## src/rtl/vwin_pkg.sv

```systemverilog
package vwin_pkg;
  localparam int unsigned VW_MV_W   = 13;
  localparam int unsigned VW_CODE_W = 5;
  localparam int unsigned VW_DLY_W  = 16;
  localparam int unsigned VW_HYST_NUM = 1;
  localparam int unsigned VW_HYST_DEN = 10;

  typedef enum logic {
    CMP_ABOVE = 1'b0,
    CMP_BELOW = 1'b1
  } cmp_dir_e;
endpackage

```

## src/rtl/vwin_thresholds.sv

```systemverilog
module vwin_thresholds #(
  parameter int unsigned MV_W     = vwin_pkg::VW_MV_W,
  parameter int unsigned CODE_W   = vwin_pkg::VW_CODE_W,
  parameter int unsigned HYST_NUM = vwin_pkg::VW_HYST_NUM,
  parameter int unsigned HYST_DEN = vwin_pkg::VW_HYST_DEN
) (
  input  logic [CODE_W-1:0] code_i,
  input  logic [MV_W-1:0]   lo_i,
  input  logic [MV_W-1:0]   hi_i,
  input  logic [MV_W-1:0]   uvth_i,
  output logic [MV_W-1:0]   ref_o,
  output logic [MV_W:0]     ov_trip_o,
  output logic [MV_W:0]     uv_trip_o,
  output logic [MV_W:0]     hyst_o
);
  localparam int unsigned STEPS  = (1 << CODE_W) - 1;
  localparam int unsigned PROD_W = MV_W + CODE_W;
  localparam int unsigned TW     = MV_W + 1;
  localparam int unsigned HW     = TW + 8;

  logic [MV_W-1:0]   span;
  logic [CODE_W-1:0] idx;
  logic [PROD_W-1:0] prod;
  logic [PROD_W-1:0] quot;
  logic [TW-1:0]     delta;

  // Inverted code: all-ones selects the low end, all-zeros the high end.
  always_comb begin
    span  = (hi_i >= lo_i) ? (hi_i - lo_i) : '0;
    idx   = CODE_W'(STEPS) - code_i;
    prod  = PROD_W'(idx) * PROD_W'(span);
    quot  = prod / PROD_W'(STEPS);
    ref_o = MV_W'(PROD_W'(lo_i) + quot);
  end

  // Mirrored window about the reference, hysteresis scaled by half-width.
  always_comb begin
    delta     = (uvth_i < ref_o) ? TW'(ref_o - uvth_i) : '0;
    ov_trip_o = TW'(ref_o) + delta;
    uv_trip_o = TW'(uvth_i);
    hyst_o    = TW'((HW'(delta) * HW'(HYST_NUM)) / HW'(HYST_DEN));
  end
endmodule

```

## src/rtl/vwin_hyst_cmp.sv

```systemverilog
module vwin_hyst_cmp #(
  parameter int unsigned       W   = vwin_pkg::VW_MV_W + 1,
  parameter vwin_pkg::cmp_dir_e DIR = vwin_pkg::CMP_ABOVE
) (
  input  logic         clk,
  input  logic         rst_n,
  input  logic [W-1:0] sample_i,
  input  logic [W-1:0] trip_i,
  input  logic [W-1:0] hyst_i,
  output logic         flag_o
);
  logic set_cond;
  logic clr_cond;
  logic flag_d;
  logic flag_q;

  generate
    if (DIR == vwin_pkg::CMP_ABOVE) begin : g_above
      // Trip above the point, release below point minus hysteresis.
      always_comb begin
        set_cond = (sample_i > trip_i);
        clr_cond = (sample_i < (trip_i - hyst_i));
      end
    end else begin : g_below
      // Trip below the point, release above point plus hysteresis.
      always_comb begin
        set_cond = (sample_i < trip_i);
        clr_cond = (sample_i > (trip_i + hyst_i));
      end
    end
  endgenerate

  always_comb begin
    flag_d = flag_q ? ~clr_cond : set_cond;
  end

  always_ff @(posedge clk or negedge rst_n) begin
    if (!rst_n) begin
      flag_q <= 1'b0;
    end else begin
      flag_q <= flag_d;
    end
  end

  assign flag_o = flag_q;
endmodule

```

## src/rtl/vwin_persist_timer.sv

```systemverilog
module vwin_persist_timer #(
  parameter int unsigned DLY_W = vwin_pkg::VW_DLY_W
) (
  input  logic             clk,
  input  logic             rst_n,
  input  logic             uv_i,
  input  logic [DLY_W-1:0] dly_i,
  output logic             uvd_o
);
  logic [DLY_W-1:0] cnt_d;
  logic [DLY_W-1:0] cnt_q;
  logic             cnt_inc;
  logic             cnt_ld;

  always_comb begin
    cnt_inc = uv_i && (cnt_q < dly_i);
    cnt_ld  = ~uv_i | cnt_inc;
    if (!uv_i) begin
      cnt_d = '0;
    end else begin
      cnt_d = cnt_q + DLY_W'(1);
    end
  end

  always_ff @(posedge clk or negedge rst_n) begin
    if (!rst_n) begin
      cnt_q <= '0;
    end else if (cnt_ld) begin
      cnt_q <= cnt_d;
    end
  end

  assign uvd_o = uv_i && (cnt_q >= dly_i);

  AST_UVD_NOT_FIRST: assert property (@(posedge clk) disable iff (!rst_n)
    ($rose(uvd_o) && (dly_i != '0)) |-> $past(uv_i));
endmodule

```

## src/rtl/vwin_monitor.sv

```systemverilog
module vwin_monitor #(
  parameter int unsigned MV_W   = vwin_pkg::VW_MV_W,
  parameter int unsigned CODE_W = vwin_pkg::VW_CODE_W,
  parameter int unsigned DLY_W  = vwin_pkg::VW_DLY_W
) (
  input  logic              clk,
  input  logic              rst_n,
  input  logic [MV_W-1:0]   sense_mv,
  input  logic [CODE_W-1:0] sel_code,
  input  logic [MV_W-1:0]   lo_mv,
  input  logic [MV_W-1:0]   hi_mv,
  input  logic [MV_W-1:0]   uvth_mv,
  input  logic [DLY_W-1:0]  dly_cycles,
  output logic              ov,
  output logic              uv,
  output logic              uvd
);
  localparam int unsigned TW = MV_W + 1;

  logic [MV_W-1:0] ref_mv;
  logic [TW-1:0]   ov_trip;
  logic [TW-1:0]   uv_trip;
  logic [TW-1:0]   hyst;
  logic [TW-1:0]   sense_x;

  assign sense_x = TW'(sense_mv);

  vwin_thresholds #(.MV_W(MV_W), .CODE_W(CODE_W)) i_thr (
    .code_i    (sel_code),
    .lo_i      (lo_mv),
    .hi_i      (hi_mv),
    .uvth_i    (uvth_mv),
    .ref_o     (ref_mv),
    .ov_trip_o (ov_trip),
    .uv_trip_o (uv_trip),
    .hyst_o    (hyst)
  );

  vwin_hyst_cmp #(.W(TW), .DIR(vwin_pkg::CMP_ABOVE)) i_ov_cmp (
    .clk      (clk),
    .rst_n    (rst_n),
    .sample_i (sense_x),
    .trip_i   (ov_trip),
    .hyst_i   (hyst),
    .flag_o   (ov)
  );

  vwin_hyst_cmp #(.W(TW), .DIR(vwin_pkg::CMP_BELOW)) i_uv_cmp (
    .clk      (clk),
    .rst_n    (rst_n),
    .sample_i (sense_x),
    .trip_i   (uv_trip),
    .hyst_i   (hyst),
    .flag_o   (uv)
  );

  vwin_persist_timer #(.DLY_W(DLY_W)) i_timer (
    .clk   (clk),
    .rst_n (rst_n),
    .uv_i  (uv),
    .dly_i (dly_cycles),
    .uvd_o (uvd)
  );

  AST_REF_IN_RANGE: assert property (@(posedge clk) disable iff (!rst_n)
    (hi_mv >= lo_mv) |-> ((ref_mv >= lo_mv) && (ref_mv <= hi_mv)));
  AST_REF_LOW_END: assert property (@(posedge clk) disable iff (!rst_n)
    (sel_code == '1) |-> (ref_mv == lo_mv));
  AST_REF_HIGH_END: assert property (@(posedge clk) disable iff (!rst_n)
    ((sel_code == '0) && (hi_mv >= lo_mv)) |-> (ref_mv == hi_mv));
  AST_OV_SET: assert property (@(posedge clk) disable iff (!rst_n)
    (!ov && (sense_x > ov_trip)) |=> ov);
  AST_OV_CLR: assert property (@(posedge clk) disable iff (!rst_n)
    (ov && (sense_x < (ov_trip - hyst))) |=> !ov);
  AST_UV_SET: assert property (@(posedge clk) disable iff (!rst_n)
    (!uv && (sense_x < uv_trip)) |=> uv);
  AST_UV_CLR: assert property (@(posedge clk) disable iff (!rst_n)
    (uv && (sense_x > (uv_trip + hyst))) |=> !uv);
  AST_UVD_NEEDS_UV: assert property (@(posedge clk) disable iff (!rst_n)
    uvd |-> uv);
  AST_UVD_NO_DELAY: assert property (@(posedge clk) disable iff (!rst_n)
    (uv && (dly_cycles == '0)) |-> uvd);
endmodule

```

## config.mk

```make
export PLATFORM = sky130hd
export DESIGN_NAME = vwin_monitor
export DESIGN_NICKNAME = d
export VERILOG_FILES = /design/src/rtl/vwin_pkg.sv /design/src/rtl/vwin_thresholds.sv /design/src/rtl/vwin_hyst_cmp.sv /design/src/rtl/vwin_persist_timer.sv /design/src/rtl/vwin_monitor.sv
export SDC_FILE = /design/constraint.sdc
export NUM_CORES = 1
export LEC_CHECK = 0
export BUFFER_PORTS_ARGS = -buffer_cell sky130_fd_sc_hd__buf_4
export CAP_MARGIN = 20
export CORE_MARGIN = 1
export CORE_UTILIZATION = 30
export CTS_CLUSTER_SIZE = 40
export DETAILED_ROUTE_END_ITERATION = 10
export PLACE_DENSITY_LB_ADDON = 0.1
export SETUP_SLACK_MARGIN = 0.02
export SLEW_MARGIN = 20
export SYNTH_ARGS = -nofsm -noshare
export SYNTH_HDL_FRONTEND = slang
export SYNTH_SLANG_ARGS = --single-unit
```

## constraint.sdc

```tcl
create_clock -name clk -period 5.1 [get_ports clk]
set_clock_uncertainty 0.15 [all_clocks]
set_input_delay 1.02 -clock clk [delete_from_list [all_inputs] [get_ports clk]]
set_output_delay 1.02 -clock clk [all_outputs]
set_load 0.05 [all_outputs]
```

* Word level (Yosys, flattened, before mapping)
Index checks and enable logic that the tools add are counted.
** Word-level totals
- Output and inout bits :: 3
- Logic and storage cells :: 33
- Input bits :: 75
- Register bits :: 18
** Cells by class
- Reduce and logical (&&, ||, !) cells :: 2
- Muxes and demuxes :: 5
- Div/mod/pow operators :: 2
- Order comparisons :: 8
- Bitwise operators :: 4
- Multipliers :: 1
- Add/subtract/negate cells :: 8
** Operators with widths (number)
- 13-bit by 14-bit adder with 14-bit output :: 2
- 13-bit by 14-bit greater-than comparator with 1-bit output :: 2
- 13-bit < comparator :: 2
- 14-bit by 4-bit divider with 22-bit output, second input constant :: 1
- 18-bit by 5-bit divider with 18-bit output, second input constant :: 1
- 5-bit by 13-bit multiplier with 18-bit output :: 1
- 16-bit by 1-bit adder with 16-bit output, second input constant :: 1
- 16-bit >= comparator :: 1
- 16-bit < comparator :: 1
- 16-bit 2-to-1 mux :: 1
- 13-bit by 14-bit < comparator with 1-bit output :: 1
- 14-bit 2-to-1 mux :: 1
- 13-bit by 13-bit subtractor with 14-bit output :: 1
- 14-bit subtractor :: 1
- 13-bit adder :: 1
- 13-bit >= comparator :: 1
- 13-bit 2-to-1 mux :: 1
- 13-bit subtractor :: 1
- 5-bit subtractor, first input constant :: 1
- 1-bit NOT :: 3
- 1-bit logical AND :: 2
- 1-bit 2-to-1 mux :: 2
- 1-bit OR :: 1

* Depth between registers and ports, before layout
Gate-level depths: netlist (run 1).
- Depth in word-level cells :: 12
- Gate-level depth with buffers :: 122
- Mapped depth without buffers :: 118

* By module
Synthesis (run 1) repeated with hierarchy kept, for this count alone.
** Second synthesis, totals
- Cells, all modules :: 1581
- Area, all modules :: 11523.6 um2
** Modules (own cells, without submodules)
- vwin_thresholds :: area each 7654.8 um2, instances 1, cells each 1086, seq. area each 0.0 um2
- vwin_hyst_cmp at i_ov_cmp :: area each 1346.3 um2, instances 1, cells each 186, seq. area each 25.0 um2
- vwin_persist_timer :: area each 1295.0 um2, instances 1, cells each 148, seq. area each 400.4 um2
- vwin_hyst_cmp at i_uv_cmp :: area each 1223.7 um2, instances 1, cells each 160, seq. area each 25.0 um2
- vwin_monitor :: area each 3.8 um2, instances 1, cells each 1, seq. area each 0.0 um2

* Worst setup path after synthesis (run 1)
Ideal clock, no wire load.
- Path type :: input -> register
- From :: input port lo_mv[6]
- To :: register i_uv_cmp.flag_q, in the netlist i_uv_cmp.flag_o
- Cell stages on the path :: 109
- Data arrival time :: 22393 ps
- Data required time :: 4804 ps
- Setup slack :: -17590 ps
- Path buffers :: 3
- Library setup time :: 146 ps
- Cell sequence :: inv_1 -> ha_1 -> a21o_1 -> a21oi_1 -> nor2_1 -> o21a_1 -> o21ai_0 -> nand2b_1 -> a21oi_1 -> o31ai_1 -> a21oi_1 -> clkbuf_1 -> nand2b_1 -> nor2_1 -> fa_1 -> fa_1 -> inv_1 -> fa_1 -> (+73 left out) -> fa_1 -> a21oi_1 -> nor2_1 -> nor2_1 -> o21bai_1 -> a21oi_1 -> o21bai_1 -> a21oi_1 -> o21bai_1 -> a21oi_1 -> nor2b_1 -> o21ai_0 -> xnor2_1 -> ha_1 -> nand3_1 -> nor4_1 -> o31ai_1 -> o31ai_1
** Between the ends
- Longest elaborated chain between the ends :: 12
- Elaborated cells on any way between the ends :: 14
- Those cells by class :: add/sub: 4; mul: 1; div: 2; order compare: 3; mux: 3; bitwise: 1
** Ends and longest elaborated chain
- from (decl) :: RTL line vwin_monitor.sv:10 : input logic [MV_W-1:0] lo_mv,
- 13-bit subtractor or 13-bit >= comparator (tied branches) :: RTL line vwin_thresholds.sv:29 : span = (hi_i >= lo_i) ? (hi_i - lo_i) : '0;
- 13-bit 2-to-1 mux :: RTL line vwin_thresholds.sv:29
- 5-bit by 13-bit multiplier with 18-bit output :: RTL line vwin_thresholds.sv:31 : prod = PROD_W'(idx) * PROD_W'(span);
- 18-bit by 5-bit divider with 18-bit output :: RTL line vwin_thresholds.sv:32 : quot = prod / PROD_W'(STEPS);
- 13-bit adder (*) :: RTL line vwin_thresholds.sv:33 : ref_o = MV_W'(PROD_W'(lo_i) + quot);
- 13-bit by 13-bit subtractor with 14-bit output or 13-bit < comparator (tied branches) :: RTL line vwin_thresholds.sv:38 : delta = (uvth_i < ref_o) ? TW'(ref_o - uvth_i) : '0;
- 14-bit 2-to-1 mux (*) :: RTL line vwin_thresholds.sv:38
- 14-bit by 4-bit divider with 22-bit output (*) :: RTL line vwin_thresholds.sv:41 : hyst_o = TW'((HW'(delta) * HW'(HYST_NUM)) / HW'(HYST_DEN));
- 13-bit by 14-bit adder with 14-bit output (*) :: RTL line vwin_hyst_cmp.sv:28 : clr_cond = (sample_i > (trip_i + hyst_i));
- 13-bit by 14-bit greater-than comparator with 1-bit output (*) :: RTL line vwin_hyst_cmp.sv:28
- 1-bit NOT (*) :: RTL line vwin_hyst_cmp.sv:34 : flag_d = flag_q ? ~clr_cond : set_cond;
- 1-bit 2-to-1 mux (*) :: RTL line vwin_hyst_cmp.sv:34
- via i_uv_cmp.flag_d :: RTL line vwin_hyst_cmp.sv:14 : logic flag_d;
- to (signal assigned) :: RTL line vwin_hyst_cmp.sv:41 : flag_q <= flag_d;
- to (decl) :: RTL line vwin_hyst_cmp.sv:15 : logic flag_q;
The timed path passes the listed nets; every way through them passes the cells marked *.
A chain may end at the register's enable or synchronous reset.

* Worst setup path after layout (run 1)
- From :: input port lo_mv[1]
- To :: register i_uv_cmp.flag_q, in the netlist i_uv_cmp.flag_o
Same word-level chain as after synthesis.

==> flow_metrics.py, run 1 <==
metrics = {
    "logic_synthesis": {
        "synth_seq_cells": 18,
        "synth-adder-area-share_pct": 26.17,
        "yosysWarnings": 0,
        "synth_mux_area_share_pct": 1.706,
        "synth_top_family_by_area": "compound AO/OA/AOI/OAI gates",
        "synthArstFlopShare_pct": 100.0,
        "ys_seq_area_share_pct": 4.067,
        "synth_largest_area_cell": "ha_1",
        "synth_cells": 1480,
        "synth-simple-area-share_pct": 23.35,
        "avgSynthCellArea_um2": 7.483,
        "synth_xor_area_share_pct": 8.462,
        "ys.flop_type": "dfrtp_1",
        "synth-compound-area-share_pct": 29.45,
        "synth_cell_types": 111,
        "syn_nets": 1760,
        "synth_top_area_share_pct": 18.75,
        "synthTopCellsByArea": "ha_1 (19%), fa_1 (7.1%), inv_1 (5.6%), xnor2_1 (5.5%), a21oi_1 (4.7%)",
        "synth-edff-count": 0,
        "synth_area_um2": 11070,
    },
    "die": {
        "core_um2": 36430,
        "initial_utilization_pct": 30.39,
        "die_area_um2": 37690,
        "die_h_um": 194.1,
        "die_w_um": 194.1,
        "std_cell_rows": 70,
        "pin_count": 78,
    },
    "cts": {
        "clk_pin_slew_ps": 70,
        "tritoncts": "built",
        "insertion_delay_ps": 260,
        "clock_path_buffers": 2,
        "cts.sinks": 18,
        "htreeDepth": 1,
        "cts_root_buf": "clkbuf_16",
        "numCtsBuffers": 3,
    },
    "worst_setup_path": {
        "worstSetupEndpointType": "flop",
        "cp_slowest_cell": "fa_1",
        "critPathMaxStageDelay_ps": 550,
        "crit_type": "in2reg",
        "critPathMaxFanout": 6,
        "worstPathArrival_ps": 21870,
        "crit_path_start_kind": "primary input",
        "cp.required_ps": 5120,
        "cpMostUsedCell": "a21oi_2",
    },
    "timing": {
        "min_period_ps": 21850,
        "setup_tns_ps": -33450,
        "setup_viol": 2,
        "final_hold_viol_count": 0,
        "tightest_slew_ps": 664.6,
        "timing.final.crit_share_pct": 428.4,
        "fin_ws_ps": -16750,
        "fmax_mhz": 45.77,
        "rsz0062_at_grt": "yes",
        "final_max_slew_viol_count": 0,
        "relSlewSlack_pct": 55.35,
    },
    "placed_design": {
        "dpl.cell_count": 2512,
        "dpl-instance-area_um2": 16410,
        "io_buffers": 77,
        "pre_cts_slack_ps": -17990,
        "globalplace.congestion": 0.9162,
        "dp.final_hpwl_um": 32620,
    },
    "detailed_routing": {
        "antenna_left": 0,
        "detail_route.wl_per_cell_um": 14.69,
        "drt_iter0_markers": 366,
        "dr_total_vias": 12850,
        "dr.pass1.iters": 5,
        "routed_wl_um": 37960,
        "viasPerCell": 4.973,
        "drc": 0,
    },
    "grt": {
        "gr-usage-all-layers_pct": 19.39,
        "antenna_found_initial": 0,
        "grt_pass1_wl_um": 60780,
        "grt_pass1_vias": 12810,
        "gr-total-overflow": 0,
        "grt_max_degree": 21,
    },
    "final_layout": {
        "drive_above_1_share_pct": 44.92,
        "fin_cells": 2583,
        "syn2layout_area_growth_pct": 62.78,
        "antenna_cells": 0,
        "nets": 2397,
        "stdcell_area_um2": 18030,
    },
    "flow_run": {
        "maxCapViolCount": 0,
    },
    "run_status": {
        "violations": "setup timing",
        "status": "complete, but fails checks",
    },
    "min_path": {
        "min_path_type": "reg2reg",
    },
}
## layer usage
layer | up-vias | routed length (um) | track usage [%]
met3 | 34 | 638 | 0.6262
met2 | 151 | 20220 | 38.17
li1 | 6617 | - | -
met5 | - | 0 | 0
met4 | 0 | 688 | 3.998
met1 | 6043 | 16410 | 23.06
## area by class of cell
class | instances | area (um^2)
Timing Repair Buffer | 652 | 4971
Inverter | 173 | 668.1
Sequential cell | 18 | 450.4
Fill cell | 3649 | 18410
Multi-Input combinational cell | 1269 | 11280
Tap cell | 468 | 585.6
Clock buffer | 3 | 75.07
## what timing repair did
| action | CTS | global route |
|---|---|---|
| gates resized for setup | 55 | 170 |
| buffers inserted | 21 | 47 |
| hold buffers | 0 | 0 |
| cloned | 0 | 0 |
| pin swaps | 37 | 126 |
| endpoints found under the setup margin | 2 | 2 |
## synth_stat cells (all sizes together) (29+ instances only)
cell type and number:
nor2 110, a21oi 110, nor2b 29, o21ai 100, fa 39, a21o 53
inv 169, nand2b 30, ha 166, xnor2 70, xor2 34, nor3 35
nand3 35, nand2 100
## cell usage in the layout (no fill, tap or decap), types with 32 or more instances in the layout
| cell | synthesis | final |
|---|---|---|
| a21o_1 | 52 | 52 |
| a21oi_1 | 105 | 68 |
| a21oi_2 | 5 | 37 |
| buf_4 | 1 | 635 |
| fa_1 | 39 | 33 |
| ha_1 | 166 | 147 |
| inv_1 | 166 | 159 |
| nand2_1 | 99 | 95 |
| nor2_1 | 109 | 85 |
| o21ai_0 | 82 | 45 |
| o21ai_1 | 15 | 32 |
| xnor2_1 | 69 | 61 |
## through the flow
step | hold slack, ps | util [%]
detailed placement | 353.5 | 45.03
floorplan | 399.7 | -
global placement | 337.7 | 45.03
finish | 352.4 | 49.48
CTS | 362.7 | 46.44
global route | 374.1 | 49.48
## path summary, 6_finish.rpt
check / startpoint / end / slack, ps / depth (start not counted)
setup / recovery: lo_mv[1] / i_uv_cmp.flag_o$_DFF_PN0_ / -16750 / 120
hold / removal: i_ov_cmp.flag_o$_DFF_PN0_ / i_ov_cmp.flag_o$_DFF_PN0_ / 350 / 1
setup reg to reg: i_timer.cnt_q[1]$_DFFE_PN0P_ / i_timer.cnt_q[15]$_DFFE_PN0P_ / 1540 / 20
hold reg to reg: i_ov_cmp.flag_o$_DFF_PN0_ / i_ov_cmp.flag_o$_DFF_PN0_ / 350 / 1
max in group asynchronous: rst_n / i_timer.cnt_q[4]$_DFFE_PN0P_ / 4090 / 1
min in group asynchronous: rst_n / i_timer.cnt_q[10]$_DFFE_PN0P_ / 480 / 1
## flip-flops by register name (all words and copies together), names as in the netlist
signal / flops
i_timer.cnt_q: 16
i_uv_cmp.flag_o: 1
i_ov_cmp.flag_o: 1
## logic make-up (layout without fill, tap and decap cells)
family	after synthesis	count (layout)
compound gates	455	455
xor+xnor	104	104
fa+ha+maj	209	209
buf+inv	193	828
flops	18	18
mux	17	17
simple gates	484	484
## critical path, delay by kind of cell
family / cells / cell delay [ps]
multiplexers: 5 / 630
buffers and inverters: 22 / 2600
AND/OR/NAND/NOR: 22 / 3820
adder cells (fa/ha/maj): 13 / 4350
AO/OA/AOI/OAI: 55 / 8960
XOR/XNOR: 3 / 450
Power of run 1 is not shown: default switching activity piles up to over one toggle a cycle in this logic, so the estimate is an artifact.
==> run 2: changes to the inputs <==
--- a/config.mk
+++ b/config.mk
@@ -11,7 +11,7 @@
 export CORE_UTILIZATION = 30
 export CTS_CLUSTER_SIZE = 40
 export DETAILED_ROUTE_END_ITERATION = 10
-export PLACE_DENSITY_LB_ADDON = 0.1
+export PLACE_DENSITY = 0.45
 export SETUP_SLACK_MARGIN = 0.02
 export SLEW_MARGIN = 20
 export SYNTH_ARGS = -nofsm -noshare
==> run 2 against run 1 <==
Net effect:
- the run still ends with setup timing left
- critical path type unchanged
- via count increased by 2.6%
- register-to-register slack got worse by 20 ps
- first-iteration DRC count increased by 5.7%
- flip-flop and latch count unchanged
- fmax increased by 0.99%
==> flow_metrics.py, run 2 (same netlist as run 1, synthesis figures left out) <==
metrics = {
    "timing": {
        "relSlewSlack_pct": 57.77,
        "final_hold_viol_count": 0,
        "tightest_slew_ps": 628.9,
        "setup_viol": 2,
        "rsz0062_at_grt": "yes",
        "timing.final.crit_share_pct": 424.2,
        "final_max_slew_viol_count": 0,
        "fin_ws_ps": -16530,
        "min_period_ps": 21630,
        "fmax_mhz": 46.23,
    },
    "die": {
        "pin_count": 78,
        "die_w_um": 194.1,
        "core_um2": 36430,
        "die_area_um2": 37690,
        "std_cell_rows": 70,
        "die_h_um": 194.1,
        "initial_utilization_pct": 30.39,
    },
    "worst_setup_path": {
        "crit_path_start_kind": "primary input",
        "cp_slowest_cell": "fa_1",
        "critPathMaxFanout": 6,
        "cpMostUsedCell": "buf_4",
        "worstPathArrival_ps": 21650,
        "critPathMaxStageDelay_ps": 580,
        "cp.required_ps": 5120,
        "crit_type": "in2reg",
        "worstSetupEndpointType": "flop",
    },
    "grt": {
        "grt_max_degree": 21,
        "gr-total-overflow": 0,
        "grt_pass1_vias": 13700,
        "grt_pass1_wl_um": 64560,
        "gr-usage-all-layers_pct": 20.50,
        "antenna_found_initial": 0,
    },
    "cts": {
        "tritoncts": "built",
        "numCtsBuffers": 3,
        "clock_path_buffers": 2,
        "cts.sinks": 18,
        "htreeDepth": 1,
        "insertion_delay_ps": 260,
        "cts_root_buf": "clkbuf_16",
        "clk_pin_slew_ps": 70,
    },
    "placed_design": {
        "globalplace.congestion": 0.8780,
        "dp.final_hpwl_um": 32340,
        "io_buffers": 77,
        "dpl-instance-area_um2": 16340,
    },
    "run_status": {
        "status": "complete, but fails checks",
        "violations": "setup timing",
    },
    "final_layout": {
        "largest_reg_flops": 16,
        "drive_above_1_share_pct": 47.68,
        "multi_input_area_um2": 11540,
        "final_common_cell": "buf_4",
        "antenna_cells": 0,
        "final_cell_mix": "buf_4 (670), inv_1 (155), ha_1 (149)",
        "regMostFlops": "i_timer.cnt_q",
        "seqCellArea_um2": 450.4,
        "stdcell_area_um2": 18600,
        "syn2layout_area_growth_pct": 67.96,
        "nets": 2435,
        "nFillCells": 3508,
    },
    "detailed_routing": {
        "dr.pass1.iters": 4,
        "drt_iter0_markers": 387,
        "routed_wl_um": 38820,
        "detail_route.wl_per_cell_um": 14.80,
        "antenna_left": 0,
        "viasPerCell": 5.024,
        "dr_total_vias": 13170,
        "drc": 0,
    },
    "min_path": {
        "min_path_type": "reg2reg",
    },
    "flow_run": {
        "maxCapViolCount": 0,
    },
}
run 2: final timing paths:
path,from,slack (ps),endpoint,depth (start not counted)
setup / recovery,lo_mv[1],-16530,i_uv_cmp.flag_o$_DFF_PN0_,117
max in group asynchronous,rst_n,4090,i_timer.cnt_q[7]$_DFFE_PN0P_,1
setup reg to reg,i_timer.cnt_q[1]$_DFFE_PN0P_,1520,i_timer.cnt_q[13]$_DFFE_PN0P_,19
hold / removal,i_ov_cmp.flag_o$_DFF_PN0_,410,i_ov_cmp.flag_o$_DFF_PN0_,1
min in group asynchronous,rst_n,480,i_timer.cnt_q[12]$_DFFE_PN0P_,1
hold reg to reg,i_ov_cmp.flag_o$_DFF_PN0_,410,i_ov_cmp.flag_o$_DFF_PN0_,1
run 2: critical path, delay by kind of cell:
kind / cells / cell delay [ps]
AND/OR/NAND/NOR: 22 / 4080
AO/OA/AOI/OAI: 58 / 9320
multiplexers: 2 / 210
buffers and inverters: 20 / 2610
adder cells (fa/ha/maj): 12 / 3930
XOR/XNOR: 3 / 410
run 2: per-layer routing:
layer	GRT usage (%)	wire length, um
met3	1.061	730
met4	3.821	602
met2	40.25	20760
met1	24.38	16730
met5	0	0
run 2: through the flow:
stage                     TNS [ps]  utilization, %  setup WS [ps]  hold WS (ps)  cells
after floorplan             -31340               -         -15720         399.7   1480
after global placement      -35710           44.84         -18020         399.5   2499
after detailed placement    -36330           44.84         -18300         406.3   2499
after CTS                   -32940           48.82         -16490         412.7   2584
after global routing        -35710           51.05         -17890         425.5   2622
final                       -33030           51.05         -16530         413.0   2622
run 2: layout make-up:
type	count	area share, %
clock buffer	4	0.4776
inverter	173	3.612
multi-input combinational	1270	62.03
sequential	18	2.422
tap	468	3.148
timing repair buffer	689	28.31
run 2: timing repair:
action | CTS | global route
endpoints found under the hold margin | 0 | 0
gates resized for setup | 171 | 109
setup endpoints to repair | 2 | 2
setup buffers | 80 | 38
pin swaps | 183 | 144
hold buffers | 0 | 0
gates cloned | 1 | 0
Power of run 2 is left out for the same reason.
==> run 3: changes to the inputs <==
--- a/config.mk
+++ b/config.mk
@@ -7,11 +7,14 @@
 export LEC_CHECK = 0
 export BUFFER_PORTS_ARGS = -buffer_cell sky130_fd_sc_hd__buf_4
 export CAP_MARGIN = 20
+export CELL_PAD_IN_SITES_DETAIL_PLACEMENT = 1
+export CELL_PAD_IN_SITES_GLOBAL_PLACEMENT = 2
 export CORE_MARGIN = 1
 export CORE_UTILIZATION = 30
 export CTS_CLUSTER_SIZE = 40
 export DETAILED_ROUTE_END_ITERATION = 10
-export PLACE_DENSITY = 0.45
+export GPL_TIMING_DRIVEN = 0
+export PLACE_DENSITY = 0.71
 export SETUP_SLACK_MARGIN = 0.02
 export SLEW_MARGIN = 20
 export SYNTH_ARGS = -nofsm -noshare
==> run 3 against run 2 <==
Net effect:
- the flow still finishes with violations (setup timing)
- die area did not move
- flip-flop and latch count did not move
- non-clock buffer count fell by 429
- critical path type unchanged
- global-route usage fell by 0.75 points
- register-to-register slack got worse by 220 ps
- hold slack got worse by 23 ps
- highest routed layer unchanged
- final area fell by 18%
==> flow_metrics.py, run 3 (same netlist as run 1, synthesis figures left out) <==
metrics = {
    "run_status": {
        "status": "complete, but fails checks",
        "violations": "setup timing",
    },
    "timing": {
        "rsz0062_at_grt": "yes",
        "relSlewSlack_pct": 33.00,
        "tightest_slew_ps": 997.8,
        "fin_ws_ps": -17360,
        "final_hold_viol_count": 0,
        "setup_viol": 2,
        "final_max_slew_viol_count": 0,
        "min_period_ps": 22460,
        "fmax_mhz": 44.52,
        "timing.final.crit_share_pct": 440.4,
    },
    "detailed_routing": {
        "viasPerCell": 5.377,
        "detail_route.wl_per_cell_um": 17.55,
        "antenna_left": 0,
        "drt_iter0_markers": 326,
        "dr.pass1.iters": 6,
        "drc": 0,
        "routed_wl_um": 38450,
        "dr_total_vias": 11780,
    },
    "final_layout": {
        "seqCellArea_um2": 450.4,
        "antenna_cells": 0,
        "drive_above_1_share_pct": 33.37,
        "regMostFlops": "i_timer.cnt_q",
        "final_cell_mix": "buf_4 (234), inv_1 (161), ha_1 (151)",
        "multi_input_area_um2": 11390,
        "syn2layout_area_growth_pct": 36.92,
        "nets": 2005,
        "nFillCells": 4375,
        "largest_reg_flops": 16,
        "final_common_cell": "buf_4",
    },
    "placed_design": {
        "dp.final_hpwl_um": 30630,
        "io_buffers": 75,
        "pre_cts_slack_ps": -20260,
        "globalplace.congestion": 0.8421,
    },
    "cts": {
        "cts_root_buf": "clkbuf_16",
        "htreeDepth": 1,
        "insertion_delay_ps": 260,
        "cts.sinks": 18,
        "numCtsBuffers": 3,
        "clock_path_buffers": 2,
        "cts_hold_buf": 0,
        "clk_pin_slew_ps": 60,
        "tritoncts": "built",
    },
    "worst_setup_path": {
        "cp_slowest_cell": "fa_1",
        "rr_startpoint": "i_timer.cnt_q[1]$_DFFE_PN0P_",
        "crit_type": "in2reg",
        "worstSetupStartpoint": "lo_mv[1]",
        "worstSetupEndpointType": "flop",
        "path_delay_family": "compound AO/OA/AOI/OAI gates",
        "crit_path_start_kind": "primary input",
        "path_buf_inv": 12,
        "cpMostUsedCell": "a21oi_2",
        "cp.required_ps": 5070,
        "critPathMaxStageDelay_ps": 510,
        "worstPathArrival_ps": 22430,
        "critPathMaxFanout": 6,
    },
    "grt": {
        "grt_pass1_wl_um": 61700,
        "antenna_found_initial": 0,
        "gr-usage-all-layers_pct": 19.75,
        "gr-total-overflow": 0,
        "grt_max_degree": 19,
        "grt_pass1_vias": 12250,
    },
    "die": {
        "initial_utilization_pct": 30.39,
        "die_h_um": 194.1,
        "die_area_um2": 37690,
        "die_w_um": 194.1,
        "pin_count": 78,
        "std_cell_rows": 70,
        "core_um2": 36430,
    },
    "flow_run": {
        "maxCapViolCount": 0,
    },
    "min_path": {
        "min-delay-start": "i_ov_cmp.flag_o$_DFF_PN0_",
        "min_path_type": "reg2reg",
    },
}
==> run 3: changes by cell type in the layout (fill, tap and decap cells not counted), sizes merged <==
cell	before	now
inv	168	169
clkinv	4	3
a21oi	111	110
clkbuf	4	14
buf	689	249
==> run 3: metal layers <==
| metal | up-vias | share of wire (%) | wire length, um | GRT usage [%] |
|---|---|---|---|---|
| met3 | 26 | 1.4 | 543 | 0.6784 |
| met1 | 5807 | 45 | 17170 | 24.17 |
| met5 | - | 0 | 0 | 0 |
| met2 | 116 | 53 | 20430 | 38.89 |
| met4 | 0 | 0.79 | 304 | 2.146 |
| li1 | 5833 | - | - | - |
==> run 3: worst reg2reg max path, cell delays in order, from the launching register on <==
cell,delay (ps)
dfrtp_1,410
ha_1,300
nor2b_1,130
o21ai_0,150
nand2b_1,80
a21oi_1,170
nor2b_1,60
o21ai_0,150
nand2b_1,70
a21oi_1,150
nor2b_1,60
o21ai_0,140
nand2_1,70
a21o_1,190
a21oi_2,320
and4_1,360
nand2_1,200
or3_1,380
a21boi_0,160
==> run 3: stage by stage <==
stage                     hold slack (ps)  util [%]  instance area (um^2)  instances  setup TNS, ps
after floorplan                     399.7         -                 11590       1480         -31340
after global placement              381.5     34.95                 12730       2023         -39960
after detailed placement            377.2     34.95                 12730       2023         -40370
after CTS                           386.5     40.18                 14640       2149         -34070
after global routing                407.7     41.62                 15160       2191         -36750
final                               389.7     41.62                 15160       2191         -34620
==> run 3: path summary, 6_finish.rpt <==
kind,endpoint,slack (ps),depth (start not counted)
setup reg to reg,i_timer.cnt_q[13]$_DFFE_PN0P_,1300,18
max in group asynchronous,i_timer.cnt_q[5]$_DFFE_PN0P_,4090,1
setup / recovery,i_uv_cmp.flag_o$_DFF_PN0_,-17360,112
min in group asynchronous,i_timer.cnt_q[13]$_DFFE_PN0P_,490,1
hold / removal,i_ov_cmp.flag_o$_DFF_PN0_,390,1
hold reg to reg,i_ov_cmp.flag_o$_DFF_PN0_,390,1
==> run 3: timing repair <==
| item | 4_1_cts | 5_1_grt |
|---|---|---|
| endpoints found under the setup margin | 2 | 3 |
| resized for setup | 192 | 55 |
| pin swaps | 127 | 71 |
| setup buffers | 123 | 42 |
==> run 3: final cells by class <==
| cell class | instances | share of cell area, % |
|---|---|---|
| flip-flops and latches | 18 | 2.971 |
| repair buffers | 240 | 12.06 |
| clock buffers | 3 | 0.4951 |
| multi-input cells | 1269 | 75.14 |
| plain buffers | 20 | 1.056 |
| inverters | 173 | 4.423 |
| well taps | 468 | 3.862 |
Power of run 3 is left out for the same reason.
